**src/rtl/pdc_pkg.sv**
```systemverilog
package pdc_pkg;
    localparam int CODE_W = 2;
    typedef logic [CODE_W-1:0] code_t;
    localparam code_t CODE_TOP = 2'b10;
    localparam code_t CODE_ILLEGAL = 2'b11;
endpackage

```
**src/rtl/pdc_code_screen.sv**
```systemverilog
module pdc_code_screen #(
    parameter int N_STAGES = 8
) (
    input  logic [2*N_STAGES-1:0] raw_codes,
    output logic [2*N_STAGES-1:0] clean_codes,
    output logic                  any_illegal
);
    import pdc_pkg::*;

    logic [N_STAGES-1:0] illegal_hit;

    for (genvar g = 0; g < N_STAGES; g++) begin : g_screen
        always_comb begin
            illegal_hit[g] = (raw_codes[2*g +: 2] == CODE_ILLEGAL);
            clean_codes[2*g +: 2] = illegal_hit[g] ? CODE_TOP : raw_codes[2*g +: 2];
        end
    end

    assign any_illegal = |illegal_hit;
endmodule

```
**src/rtl/pdc_align_delay.sv**
```systemverilog
module pdc_align_delay #(
    parameter int W     = 2,
    parameter int DEPTH = 1
) (
    input  logic         clk,
    input  logic         rst,
    input  logic [W-1:0] din,
    output logic [W-1:0] dout
);
    if (DEPTH == 0) begin : g_bypass
        assign dout = din;
    end else begin : g_taps
        typedef struct packed {
            logic [DEPTH-1:0][W-1:0] taps;
        } line_t;

        line_t line_d, line_q;

        always_comb begin
            line_d.taps[0] = din;
            for (int i = 1; i < DEPTH; i++) begin
                line_d.taps[i] = line_q.taps[i-1];
            end
            if (rst) begin
                line_d = '0;
            end
        end

        always_ff @(posedge clk) begin
            line_q <= line_d;
        end

        assign dout = line_q.taps[DEPTH-1];
    end
endmodule

```
**src/rtl/pdc_overlap_sum.sv**
```systemverilog
module pdc_overlap_sum #(
    parameter int N_STAGES = 8
) (
    input  logic [2*N_STAGES-1:0] aligned_codes,
    input  logic [1:0]            flash_code,
    output logic [N_STAGES+1:0]   total
);
    localparam int ACC_W = N_STAGES + 2;

    always_comb begin
        total = ACC_W'(flash_code);
        for (int i = 0; i < N_STAGES; i++) begin
            total = total + (ACC_W'(aligned_codes[2*i +: 2]) << (N_STAGES - i));
        end
    end
endmodule

```
**src/rtl/adc_code_combiner.sv**
```systemverilog
module adc_code_combiner #(
    parameter int N_STAGES = 8
) (
    input  logic                  clk,
    input  logic                  rst,
    input  logic [2*N_STAGES-1:0] stage_codes,
    input  logic [1:0]            flash_code,
    output logic [N_STAGES+1:0]   dout,
    output logic                  dout_valid,
    output logic                  code_err
);
    localparam int OUT_W  = N_STAGES + 2;
    localparam int FILL_W = $clog2(N_STAGES + 1);

    typedef struct packed {
        logic [OUT_W-1:0]  word;
        logic              valid;
        logic              err;
        logic [FILL_W-1:0] fill;
    } state_t;

    state_t st_d, st_q;

    logic [2*N_STAGES-1:0] screened;
    logic [2*N_STAGES-1:0] aligned;
    logic                  illegal_now;
    logic [OUT_W-1:0]      sum_w;

    pdc_code_screen #(.N_STAGES(N_STAGES)) screen_i (
        .raw_codes   (stage_codes),
        .clean_codes (screened),
        .any_illegal (illegal_now)
    );

    // Stage k (index k-1) finishes a sample k-1 cycles after stage 1, and the
    // flash finishes it N cycles after stage 1. So index i is delayed by N - i.
    for (genvar g = 0; g < N_STAGES; g++) begin : g_align
        pdc_align_delay #(.W(2), .DEPTH(N_STAGES - g)) dly_i (
            .clk  (clk),
            .rst  (rst),
            .din  (screened[2*g +: 2]),
            .dout (aligned[2*g +: 2])
        );
    end

    pdc_overlap_sum #(.N_STAGES(N_STAGES)) sum_i (
        .aligned_codes (aligned),
        .flash_code    (flash_code),
        .total         (sum_w)
    );

    always_comb begin
        st_d       = st_q;
        st_d.word  = sum_w;
        st_d.valid = (st_q.fill == FILL_W'(N_STAGES));
        st_d.err   = st_q.err | illegal_now;
        if (st_q.fill != FILL_W'(N_STAGES)) begin
            st_d.fill = st_q.fill + 1'b1;
        end
        if (rst) begin
            st_d = '0;
        end
    end

    always_ff @(posedge clk) begin
        st_q <= st_d;
    end

    assign dout       = st_q.word;
    assign dout_valid = st_q.valid;
    assign code_err   = st_q.err;
endmodule

```
**config.mk**
```make
export PLATFORM = sky130hd
export DESIGN_NAME = adc_code_combiner
export DESIGN_NICKNAME = d
export VERILOG_FILES = /design/src/rtl/pdc_pkg.sv /design/src/rtl/pdc_code_screen.sv /design/src/rtl/pdc_align_delay.sv /design/src/rtl/pdc_overlap_sum.sv /design/src/rtl/adc_code_combiner.sv
export SDC_FILE = /design/constraint.sdc
export NUM_CORES = 1
export LEC_CHECK = 0
export ABC_AREA = 1
export BUFFER_PORTS_ARGS = -buffer_cell sky130_fd_sc_hd__buf_2
export CAP_MARGIN = 20
export CORE_AREA = 2 2 77 97
export CTS_CLUSTER_SIZE = 8
export DETAILED_ROUTE_END_ITERATION = 16
export DIE_AREA = 0 0 79 99
export GPL_TIMING_DRIVEN = 0
export PLACE_DENSITY = 0.63
export SLEW_MARGIN = 20
export SYNTH_ARGS = -nofsm -noshare
export SYNTH_HDL_FRONTEND = slang
export SYNTH_SLANG_ARGS = --single-unit
```
**constraint.sdc**
```tcl
create_clock -name clk -period 1.5 [get_ports clk]
set_clock_uncertainty 0.2 [all_clocks]
set_input_delay 0.075 -clock clk [delete_from_list [all_inputs] [get_ports clk]]
set_output_delay 0.075 -clock clk [all_outputs]
set_load 0.02 [all_outputs]
```
==> Word-level counts from Yosys, hierarchy flattened <==
Index checks and enable logic that the tools add are counted.
{ "word_totals": {"ff_bits": 88, "inputBits": 20, "out_inout_bits": 12, "wordCells": 85} }
{ "classes": {"add_sub_neg": 9, "n_eq_ne": 10, "muxes": 8, "n_bitwise": 1, "n_reduce_logical": 9} }
{ "op_table": {"columns": ["op", "count"], "rows": [
  ["$eq 2x2->1 const B", 8],
  ["$mux 2", 8],
  ["$reduce_or 2->1", 8],
  ["$add 10x3->10", 1],
  ["$add 10x4->10", 1],
  ["$add 10x5->10", 1],
  ["$add 10x6->10", 1],
  ["$add 10x7->10", 1],
  ["$add 10x8->10", 1],
  ["$add 10x9->10", 1],
  ["$add 2x10->10", 1],
  ["$reduce_or 8->1", 1],
  ["$add 4x1->4 const B", 1],
  ["$eq 4x4->1 const B", 1],
  ["$ne 4x4->1 const B", 1],
  ["$or 1x1->1", 1]
]} }

==> Longest topological paths before layout <==
Gate-level depths: netlist of the first run.
{ "depth": {"word_depth": 8, "ltp_mapped": 8, "depth_no_buf": 8} }

==> Hierarchy <==
A second synthesis of the first run with hierarchy kept.
{ "unflattened": {"cells_unflattened": 420, "hier_area_um2": 3330.7} }
{ "modules_own_cells": {"columns": ["mod", "n_inst", "cells_per_inst", "area_each_um2", "seq_area_each_um2"], "rows": [
  ["adc_code_combiner", 1, 74, 621.8, 320.3],
  ["pdc_align_delay at g_align[0].dly_i", 1, 52, 489.2, 320.3],
  ["pdc_align_delay at g_align[1].dly_i", 1, 45, 411.6, 280.3],
  ["pdc_overlap_sum", 1, 71, 396.6, 0.0],
  ["pdc_align_delay at g_align[2].dly_i", 1, 39, 356.6, 240.2],
  ["pdc_align_delay at g_align[3].dly_i", 1, 33, 301.5, 200.2],
  ["pdc_align_delay at g_align[4].dly_i", 1, 27, 246.5, 160.2],
  ["pdc_align_delay at g_align[5].dly_i", 1, 20, 180.2, 120.1],
  ["pdc_code_screen", 1, 39, 146.4, 0.0],
  ["pdc_align_delay at g_align[6].dly_i", 1, 14, 125.1, 80.1],
  ["pdc_align_delay at g_align[7].dly_i", 1, 6, 55.1, 40.0]
]} }

==> Least setup slack after synthesis of the first run <==
Ideal clock, no wire load.
{ "synth_path": {"path_kind": "reg-to-reg", "startpoint": "register g_align[7].dly_i.g_taps.line_q, in the netlist g_align[7].dly_i.dout[0]", "endpoint": "register st_q, in the netlist dout[5]", "setup_time_ns": 0.113, "t_arrival_ns": 1.259, "t_required_ns": 1.187, "path_slack_ns": -0.072, "path_stages_with_launch": 8, "cell_sequence": "dfxtp_1 > ha_1 > fa_1 > nand2_1 > nand2_1 > and2_4 > nor2_1 > nor2_1"} }
{ "synth_between": {"elab_chain_cells": 1} }
{ "synth_rtl": {"columns": ["item", "line_no", "rtl"], "rows": [
  ["from (decl)", "pdc_align_delay.sv:17", "line_t line_d, line_q;"],
  ["from (signal assigned)", "pdc_align_delay.sv:30", "line_q <= line_d;"],
  ["$add 10x3->10", "pdc_overlap_sum.sv:13", "total = total + (ACC_W'(aligned_codes[2*i +: 2]) << (N_STAGES - i));"],
  ["to (signal assigned)", "adc_code_combiner.sv:66", "st_q <= st_d;"],
  ["to (decl)", "adc_code_combiner.sv:22", "state_t st_d, st_q;"]
]} }
No other way between the ends.
A chain may end at the register's enable or synchronous reset.

==> Worst setup path after layout of the first run <==
{ "layout_path": {"startpoint": "register g_align[7].dly_i.g_taps.line_q, in the netlist g_align[7].dly_i.dout[0]", "endpoint": "register st_q, in the netlist dout[7]"} }
Same word-level chain as after synthesis.

==> results of run 1 <==
-- power by group --
group	internal, W	switching (W)
Sequential	0.00240	0.0000246
Clock	0.000981	0.000783
Combinational	0.000134	0.000134
-- critical path: cells and delay by family, from the launching register on --
kind / cells / cell delay (ns)
DFF: 1 / 0.33
and+or+nand+nor: 6 / 0.44
adders and majority gates: 2 / 0.50
-- what timing repair did --
action	4_1_cts	5_1_grt
setup endpoints to repair	3	7
gates resized for setup	3	12
pin swaps	0	1
hold endpoints to repair	66	1
buffers inserted	0	1
-- per-layer routing --
| layer | vias to the layer above | global-route usage | routed length [um] |
|---|---|---|---|
| met5 | - | 0 | 0 |
| met4 | 0 | 0.0822 | 158 |
| met3 | 12 | 0.0366 | 142 |
| met2 | 41 | 0.248 | 2430 |
| met1 | 957 | 0.127 | 1980 |
| li1 | 1176 | - | - |
-- through the flow --
| stage | instances | hold WS [ns] | utilization | setup WS (ns) | area (um^2) |
|---|---|---|---|---|---|
| after global routing | 529 | -0.0886 | 0.563 | -0.168 | 3880 |
| final | 529 | -0.120 | 0.563 | -0.0686 | 3880 |
| after detailed placement | 487 | 0.0993 | 0.479 | -0.103 | 3300 |
| after global placement | 487 | 0.0935 | 0.479 | -0.0927 | 3300 |
| after floorplan | 367 | -0.0180 | - | 0.00254 | 3040 |
| after CTS | 528 | -0.135 | 0.549 | -0.0774 | 3780 |
-- cells by family (layout without fill, tap and decap cells) --
kind of cell | after synthesis | in the layout
adder cells (fa/ha/maj) | 11 | 11
flip-flops | 88 | 88
buffers and inverters | 104 | 176
AO/OA/AOI/OAI | 16 | 16
AND/OR/NAND/NOR | 148 | 148
-- registers in the layout, indices dropped and copies added, names as in the netlist --
register	cells
code_err	1
dout	10
dout_valid	1
g_align.dly_i.dout	16
g_align.dly_i.g_taps.line_q	56
st_q	4
-- synth_stat cells, types with 2 or more instances --
cell type | instances | area, um^2
nor2_1 | 92 | 345
dfxtp_1 | 88 | 1760
inv_1 | 84 | 315
nand2_1 | 40 | 150
a21oi_1 | 10 | 50.1
buf_4 | 10 | 75.1
ha_1 | 10 | 125
buf_2 | 9 | 45.0
nand3_1 | 9 | 45.0
o21ai_0 | 4 | 20.0
and2_4 | 2 | 17.5
nand3b_1 | 2 | 15.0
-- path summary, 6_finish.rpt --
| check | startpoint | endpoint | slack, ns | depth (start not counted) |
|---|---|---|---|---|
| worst max-delay path | g_align[7].dly_i.dout[0]$_SDFF_PP0_ | dout[7]$_SDFF_PP0_ | -0.07 | 8 |
| worst max register to register | g_align[7].dly_i.dout[0]$_SDFF_PP0_ | dout[7]$_SDFF_PP0_ | -0.07 | 8 |
| worst min register to register | g_align[4].dly_i.g_taps.line_q[5]$_SDFF_PP0_ | g_align[4].dly_i.dout[1]$_SDFF_PP0_ | 0.20 | 2 |
| worst min-delay path | flash_code[1] | dout[1]$_SDFF_PP0_ | -0.12 | 4 |
-- layout make-up --
class / count / share of cell area
plain buffers: 20 / 0.0345
clock buffers: 11 / 0.0365
clock inverters: 5 / 0.0206
inverters: 84 / 0.0813
multi-input cells: 175 / 0.238
flip-flops and latches: 88 / 0.455
well taps: 90 / 0.0290
repair buffers: 56 / 0.105
==> flow_metrics.tcl, run 1 <==
set metrics [dict create \
    status "complete, but fails checks" \
    failed_checks "hold timing, setup timing" \
    setup_ws_ns -0.0686 \
    placementRows 34 \
    cts_made_buffers 9 \
    yosys_warnings 0 \
    cp_slowest_cell "fa_2" \
    fillers 647 \
    start_util 0.440 \
    drcViolationCount 0 \
    overflow 0 \
    wire_per_inst_um 8.91 \
    synth_area_um2 3030 \
    avgSynthCellArea_um2 8.27 \
    p_per_area_nw_per_um2 1150 \
    vias 2186 \
    final.min_clock_period_ns 1.57 \
    syn2layout_area_growth_pct 27.8 \
    clkTransAtPathRegs_ns 0.08 \
    die_w_um 79 \
    drive_gt1_frac 0.194 \
    first_iter_violations 51 \
    worstPathCellList "ha_4, fa_2, nand2_2, nand2_2, nand3b_1, nand3_1, nand2_1, nor2_1" \
    synth_top_family_by_area "simple AND/OR/NAND/NOR gates" \
    firstDrtPassIters 4 \
    max-slew-margin-rel 0.856 \
    cts_sinks 88 \
    synth-seq-area-share 0.581 \
    slew_viol_final 0 \
    diodes 0 \
    tritoncts "yes" \
    grt_pass1_wl_um 7940 \
    start_kind "register" \
    path_class "register to register" \
    hold_viol_final 1 \
    die_y_um 99 \
    port_buffers 30 \
    dieArea_um2 7820 \
    ys_types 19 \
    dp_hpwl_um 3030 \
    place.gp.congestion 0.862 \
    critPathMaxFanout 3 \
    viasPerCell 4.13 \
    leakagePower_nw 1.77 \
    cts_buffer_depth 2 \
    ys.flop_type "dfxtp_1" \
    fin_setup_tns_ns -0.148 \
    setup_viol 3 \
    worst_hold_slack_ns -0.120 \
    worstPathRequired_ns 1.54 \
    final_antenna_net_count 0 \
    min_period_over_period 1.05 \
    grt_setup_unrepaired "yes" \
    grt_pass1_vias 1977 \
    cp.arrival_ns 1.61 \
    peakVddDrop_uv 592 \
    nets 465 \
    synthSimpleGateAreaFrac 0.196 \
    regArea_um2 1760 \
    multi_input_area_um2 925 \
    coreArea_um2 6890 \
    final_cell_mix "90 x nor2_1, 87 x dfxtp_1, 84 x inv_1" \
    cts_root_buf "clkbuf_8" \
    synth_nets 398 \
    synth-adder-area-share 0.0478 \
    synth_compound_area_frac 0.0276 \
    worst_setup_path_end_kind "register" \
    ios 32 \
    worst_pin_slew_ns 0.215 \
    insertion_delay_ns 0.34 \
    clock.fmax_ghz 0.638 \
    htreeDepth 3 \
    hold_class "input port to register" \
    grt_max_degree 15 \
    final_common_cell "nor2_1" \
    slowest_delay_ns 0.34 \
    antenna_found_initial 0 \
    synth_edf_count 0 \
    cts_hold_repair.buffers 25 \
    power_w 0.00445 \
    synth.mux.area_fraction 0 \
    ys_seq_elements 88 \
    drv_cap 0 \
    crit_top_cell "nand2_2" \
    synth-xor-area-share 0 \
    syn_inst 367 \
    routed_wl_um 4710 \
    synthArstFlopShare 0 \
    groute.usage.overall 0.133 \
]
Power figures use the tool's default switching activity.
==> run 2, diff against run 1 <==
CORE_AREA = 2 2 80 102   (was 2 2 77 97)
DIE_AREA = 0 0 82 104   (was 0 0 79 99)
GPL_TIMING_DRIVEN = not set   (was 0)
SYNTH_HIERARCHICAL = 1   (was not set)
==> flow_metrics.tcl, run 2 <==
set metrics [dict create \
    combPwrFrac 0.062 \
    ys_types 21 \
    r2r_slack_ns -0.12 \
    worst_hold_slack_ns -0.0943 \
    final_common_cell "inv_1" \
    drive_gt1_frac 0.178 \
    min_period_over_period 1.08 \
    synth-seq-area-share 0.529 \
    wire_per_inst_um 7.82 \
    groute.usage.overall 0.118 \
    insertion_delay_ns 0.34 \
    path_class "register to register" \
    critPathMaxFanout 3 \
    synth_nets 451 \
    power.switching_w 0.000942 \
    final_cell_mix "106 x inv_1, 97 x nor2_1, 83 x dfxtp_1" \
    routed_wl_um 4260 \
    grt_setup_unrepaired "yes" \
    dieArea_um2 8530 \
    synth.most_common_cell "inv_1" \
    firstDrtPassIters 4 \
    placed_area_um2 3410 \
    ff2ff_path_depth 10 \
    ios 32 \
    synthArstFlopShare 0 \
    peakVddDrop_uv 554 \
    drv_cap 0 \
    min_path_cells 4 \
    hold_viol_final 1 \
    cp.arrival_ns 1.65 \
    grt_max_degree 53 \
    cts_sinks 88 \
    placementRows 36 \
    failed_checks "hold timing, setup timing" \
    antenna_found_initial 0 \
    die_y_um 104 \
    first_iter_violations 87 \
    status "complete, but fails checks" \
    htreeDepth 3 \
    worst_pin_slew_ns 0.287 \
    clock.fmax_ghz 0.617 \
    layoutNonFillerInstCount 545 \
    worst_setup_path_end_kind "register" \
    largest_reg_flops 56 \
    worstPathRequired_ns 1.53 \
    swShare 0.218 \
    coreArea_um2 7570 \
    max-slew-margin-rel 0.809 \
    overflow 0 \
    synth_edf_count 0 \
    yosysTopAreaCell "dfxtp_1" \
    setup_viol 4 \
    ys_seq_elements 88 \
    top_register "g_align.dly_i/g_taps.line_q" \
    power_w 0.00433 \
    viasPerCell 3.97 \
    grt_pass1_wl_um 7710 \
    synth_top_area_share 0.529 \
    syn2layout_area_growth_pct 16.5 \
    seqPwrFrac 0.561 \
    final.min_clock_period_ns 1.62 \
    p_per_area_nw_per_um2 1120 \
    yosys_warnings 6 \
    start_util 0.440 \
    setup_ws_ns -0.120 \
    wl_met1_um 1860 \
    dp_hpwl_um 2880 \
    syn_inst 420 \
    fillers 710 \
    p_int_w 0.00338 \
    vias 2161 \
    finish.instance_area_um2 3880 \
    synthTopCellsByArea "dfxtp_1 53%, inv_1 12%, nor2_1 11%" \
    grt_pass1_vias 1980 \
    drcViolationCount 0 \
    start_kind "register" \
    dr_wl_met2_um 2070 \
    cts_hold_repair.buffers 18 \
    final_antenna_net_count 0 \
    tritoncts "yes" \
    die_w_um 82 \
    ys_top_cells_by_count "106 x inv_1, 98 x nor2_1, 88 x dfxtp_1, 47 x nand2_1, 26 x buf_4" \
    leakagePower_nw 1.80 \
    top_layer "met4" \
    cts_buffer_depth 2 \
    wl_met3_um 176 \
    cts_root_buf "clkbuf_8" \
    clkTransAtPathRegs_ns 0.08 \
    cts_made_buffers 9 \
    ys.flop_type "dfxtp_1" \
    p_clk_frac 0.378 \
    place.gp.congestion 0.818 \
    slew_viol_final 0 \
    avgSynthCellArea_um2 7.93 \
    diodes 0 \
    synth_area_um2 3330 \
    placed_cells 509 \
    port_buffers 31 \
    hold_class "input port to register" \
    nets 476 \
]
## run 2: changes by cell type after synthesis, sizes merged, moves of 7 or more
cell / delta
nor2: +10
clkbuf: +7
nand2: +8
buf: +13
a21oi: -8
inv: +23
## run 2: critical path, cell delays in order (launching register included)
cell and delay [ns]:
dfxtp_2 0.33, ha_4 0.15, fa_2 0.34, nand2_2 0.08, nand2_2 0.06, nand3b_1 0.10, nand2_1 0.06, nand2_1 0.05
nand2_1 0.04, inv_1 0.05, nor2_1 0.03
## run 2: kinds of logic after synthesis
family                     after synthesis  synth area share
adders and majority gates               11            0.0436
AOI/OAI and AO/OA                        2           0.00301
buffers and inverters                  147             0.210
xor gates and xnor gates                 4            0.0105
DFF                                     88             0.529
and+or+nand+nor                        168             0.204
## run 2: power groups by stage
stage               clock [W]  sequential, W  combinational [W]
floorplan                   0        0.00247           0.000180
global placement            0        0.00248           0.000216
detailed placement          0        0.00248           0.000223
CTS                   0.00170        0.00242           0.000261
global route          0.00180        0.00243           0.000307
finish                0.00163        0.00242           0.000266
## run 2: worst paths after layout
check                                                    start                                   to
hold / removal                                   flash_code[1]                   dout[1]$_SDFF_PP0_
hold reg to reg   g_align[2].dly_i/g_taps.line_q[8]$_SDFF_PP0_  g_align[2].dly_i/dout[0]$_SDFF_PP0_
setup reg to reg           g_align[7].dly_i/dout[0]$_SDFF_PP0_                   dout[7]$_SDFF_PP0_
setup / recovery           g_align[7].dly_i/dout[0]$_SDFF_PP0_                   dout[7]$_SDFF_PP0_
## run 2: per-layer routing
metal,track usage,vias to the layer above
li1,-,1198
met1,0.120,914
met2,0.199,38
met3,0.0286,11
met4,0.0905,0
met5,0,-
## run 2: repair_timing
action / 4_1_cts / 5_1_grt
resized for setup: 5 / 12
pin swaps: 2 / 14
setup buffers: 0 / 3
setup endpoints to repair: 4 / 7
endpoints found under the hold margin: 24 / 1
## run 2: area by class of cell
type	instances	area, um^2	area share
Clock inverter	4	52.6	0.0135
Timing Repair Buffer	54	385	0.0994
Tap cell	95	119	0.0306
Inverter	107	402	0.104
Multi-Input combinational cell	185	997	0.257
Sequential cell	88	1770	0.456
Clock buffer	12	155	0.0400
## run 2: metrics by stage
stage                     setup WS (ns)  setup TNS [ns]  utilization
after floorplan                 -0.0440         -0.0782            -
after global placement          -0.0923          -0.177        0.451
after detailed placement         -0.122          -0.259        0.451
after CTS                        -0.124          -0.238        0.504
after global routing             -0.231          -0.686        0.513
final                            -0.120          -0.241        0.513
==> run 3, diff against run 2 <==
REMOVE_ABC_BUFFERS = 1   (was not set)
==> flow_metrics.tcl, run 3 (synthesized netlist as in run 2, its figures left out) <==
set metrics [dict create \
    place.gp.congestion 0.689 \
    hold_end "dout[1]$_SDFF_PP0_" \
    port_buffers 31 \
    hold_viol_final 1 \
    worst_pin_slew_ns 0.330 \
    critPathMaxFanout 3 \
    cts_sinks 88 \
    tritoncts "yes" \
    firstDrtPassIters 4 \
    syn2layout_area_growth_pct 19.3 \
    worstPathRequired_ns 1.54 \
    clkTransAtPathRegs_ns 0.10 \
    antenna_found_initial 0 \
    placementRows 36 \
    coreArea_um2 7570 \
    drive_gt1_frac 0.194 \
    final.min_clock_period_ns 1.63 \
    grt_setup_unrepaired "yes" \
    worst_setup_path_end_kind "register" \
    cts_hold_repair.buffers 24 \
    dp_hpwl_um 2800 \
    min_path_cells 4 \
    fin_setup_tns_ns -0.333 \
    failed_checks "hold timing, setup timing" \
    cts_root_buf "clkbuf_8" \
    dieArea_um2 8530 \
    cts_made_buffers 9 \
    die_w_um 82 \
    leakagePower_nw 1.87 \
    r2r_slack_ns -0.13 \
    hold_start "flash_code[1]" \
    max-slew-margin-rel 0.780 \
    vias 2221 \
    insertion_delay_ns 0.35 \
    setup_ws_ns -0.134 \
    top_register "g_align.dly_i/g_taps.line_q" \
    power_w 0.00427 \
    status "complete, but fails checks" \
    r2r-end "dout[7]$_SDFF_PP0_" \
    start_util 0.440 \
    worst_hold_slack_ns -0.124 \
    wire_per_inst_um 8.03 \
    final_cell_mix "106 x inv_1, 97 x nor2_1, 81 x dfxtp_1" \
    largest_reg_flops 56 \
    first_iter_violations 57 \
    peakVddDrop_uv 543 \
    clock.fmax_ghz 0.612 \
    viasPerCell 3.97 \
    drcViolationCount 0 \
    ios 32 \
    final_common_cell "inv_1" \
    hold_class "input port to register" \
    p_per_area_nw_per_um2 1080 \
    cts_buffer_depth 2 \
    grt_pass1_wl_um 7930 \
    place_ws_ns -0.214 \
    path_class "register to register" \
    min_period_over_period 1.09 \
    grt_pass1_vias 2063 \
    drv_cap 0 \
    die_y_um 104 \
    final_antenna_net_count 0 \
    routed_wl_um 4490 \
    groute.usage.overall 0.118 \
    ff2ff_path_depth 10 \
    overflow 0 \
    cp.arrival_ns 1.68 \
    r2r_start "g_align[7].dly_i/dout[0]$_SDFF_PP0_" \
    nets 490 \
    slew_viol_final 0 \
    start_kind "register" \
    htreeDepth 3 \
    grt_max_degree 45 \
    diodes 0 \
    setup_viol 4 \
]
==> run 3: cell count changes in the layout (fill, tap and decap cells not counted), sizes merged, moves of 2 or more <==
cell	previous run	this run
buf	36	44
dlygate4sd3	18	24
inv	107	112
clkbuf	12	9
clkinvlp	3	1
==> run 3: worst max path at each step <==
| stage | start | end |
|---|---|---|
| after floorplan | g_align[7].dly_i/dout[0]$_SDFF_PP0_ | dout[9]$_SDFF_PP0_ |
| after global placement | g_align[7].dly_i/dout[0]$_SDFF_PP0_ | dout[9]$_SDFF_PP0_ |
| after detailed placement | g_align[7].dly_i/dout[0]$_SDFF_PP0_ | dout[9]$_SDFF_PP0_ |
| after CTS | g_align[7].dly_i/dout[0]$_SDFF_PP0_ | dout[7]$_SDFF_PP0_ |
| after global routing | g_align[7].dly_i/dout[0]$_SDFF_PP0_ | dout[7]$_SDFF_PP0_ |
| final | g_align[7].dly_i/dout[0]$_SDFF_PP0_ | dout[7]$_SDFF_PP0_ |
==> run 3: repair_timing <==
action / in CTS / in global routing
setup buffers: 2 / 1
resized for setup: 12 / 12
pin swaps: 5 / 6
cloned: 0 / 0
hold endpoints to repair: 22 / 1
setup endpoints to repair: 6 / 7
==> run 3: critical path: stages, from the launching register on <==
cell	delay [ns]
dfxtp_2	0.34
ha_4	0.15
fa_2	0.34
nand2_2	0.08
nand2_2	0.08
nand3b_1	0.12
nand2_1	0.06
nand2_1	0.05
nand2_1	0.04
inv_1	0.04
nor2_1	0.03
==> run 3: layout make-up <==
class | count | area [um^2]
sequential | 88 | 1770
multi-input combinational | 185 | 982
timing repair buffer | 68 | 505
tap | 95 | 119
clock buffer | 9 | 124
inverter | 107 | 402
fill | 711 | 3590
clock inverter | 7 | 70.1
==> run 3: through the flow <==
stage               instance area, um^2   util  hold slack, ns  cells
detailed placement                 3400  0.449          0.0890    516
CTS                                3920  0.518          -0.121    558
global route                       3970  0.525          -0.114    559
floorplan                          3030      -         -0.0581    380
finish                             3970  0.525          -0.124    559
global placement                   3400  0.449          0.0814    516
==> run 3: where the power goes <==
group          total, W  switching, W  internal (W)
Clock           0.00156      0.000908      0.000657
Sequential      0.00242     0.0000260       0.00240
Combinational  0.000285      0.000145      0.000140
Total           0.00427       0.00108       0.00319
==> run 3: per-layer routing <==
metal	GRT usage	wire length (um)	share of wire	vias up
met4	0.0679	50	0.011	0
met2	0.203	2300	0.51	33
li1	-	-	-	1230
met3	0.0234	165	0.037	4
met5	0	0	0	-
met1	0.129	1980	0.44	954
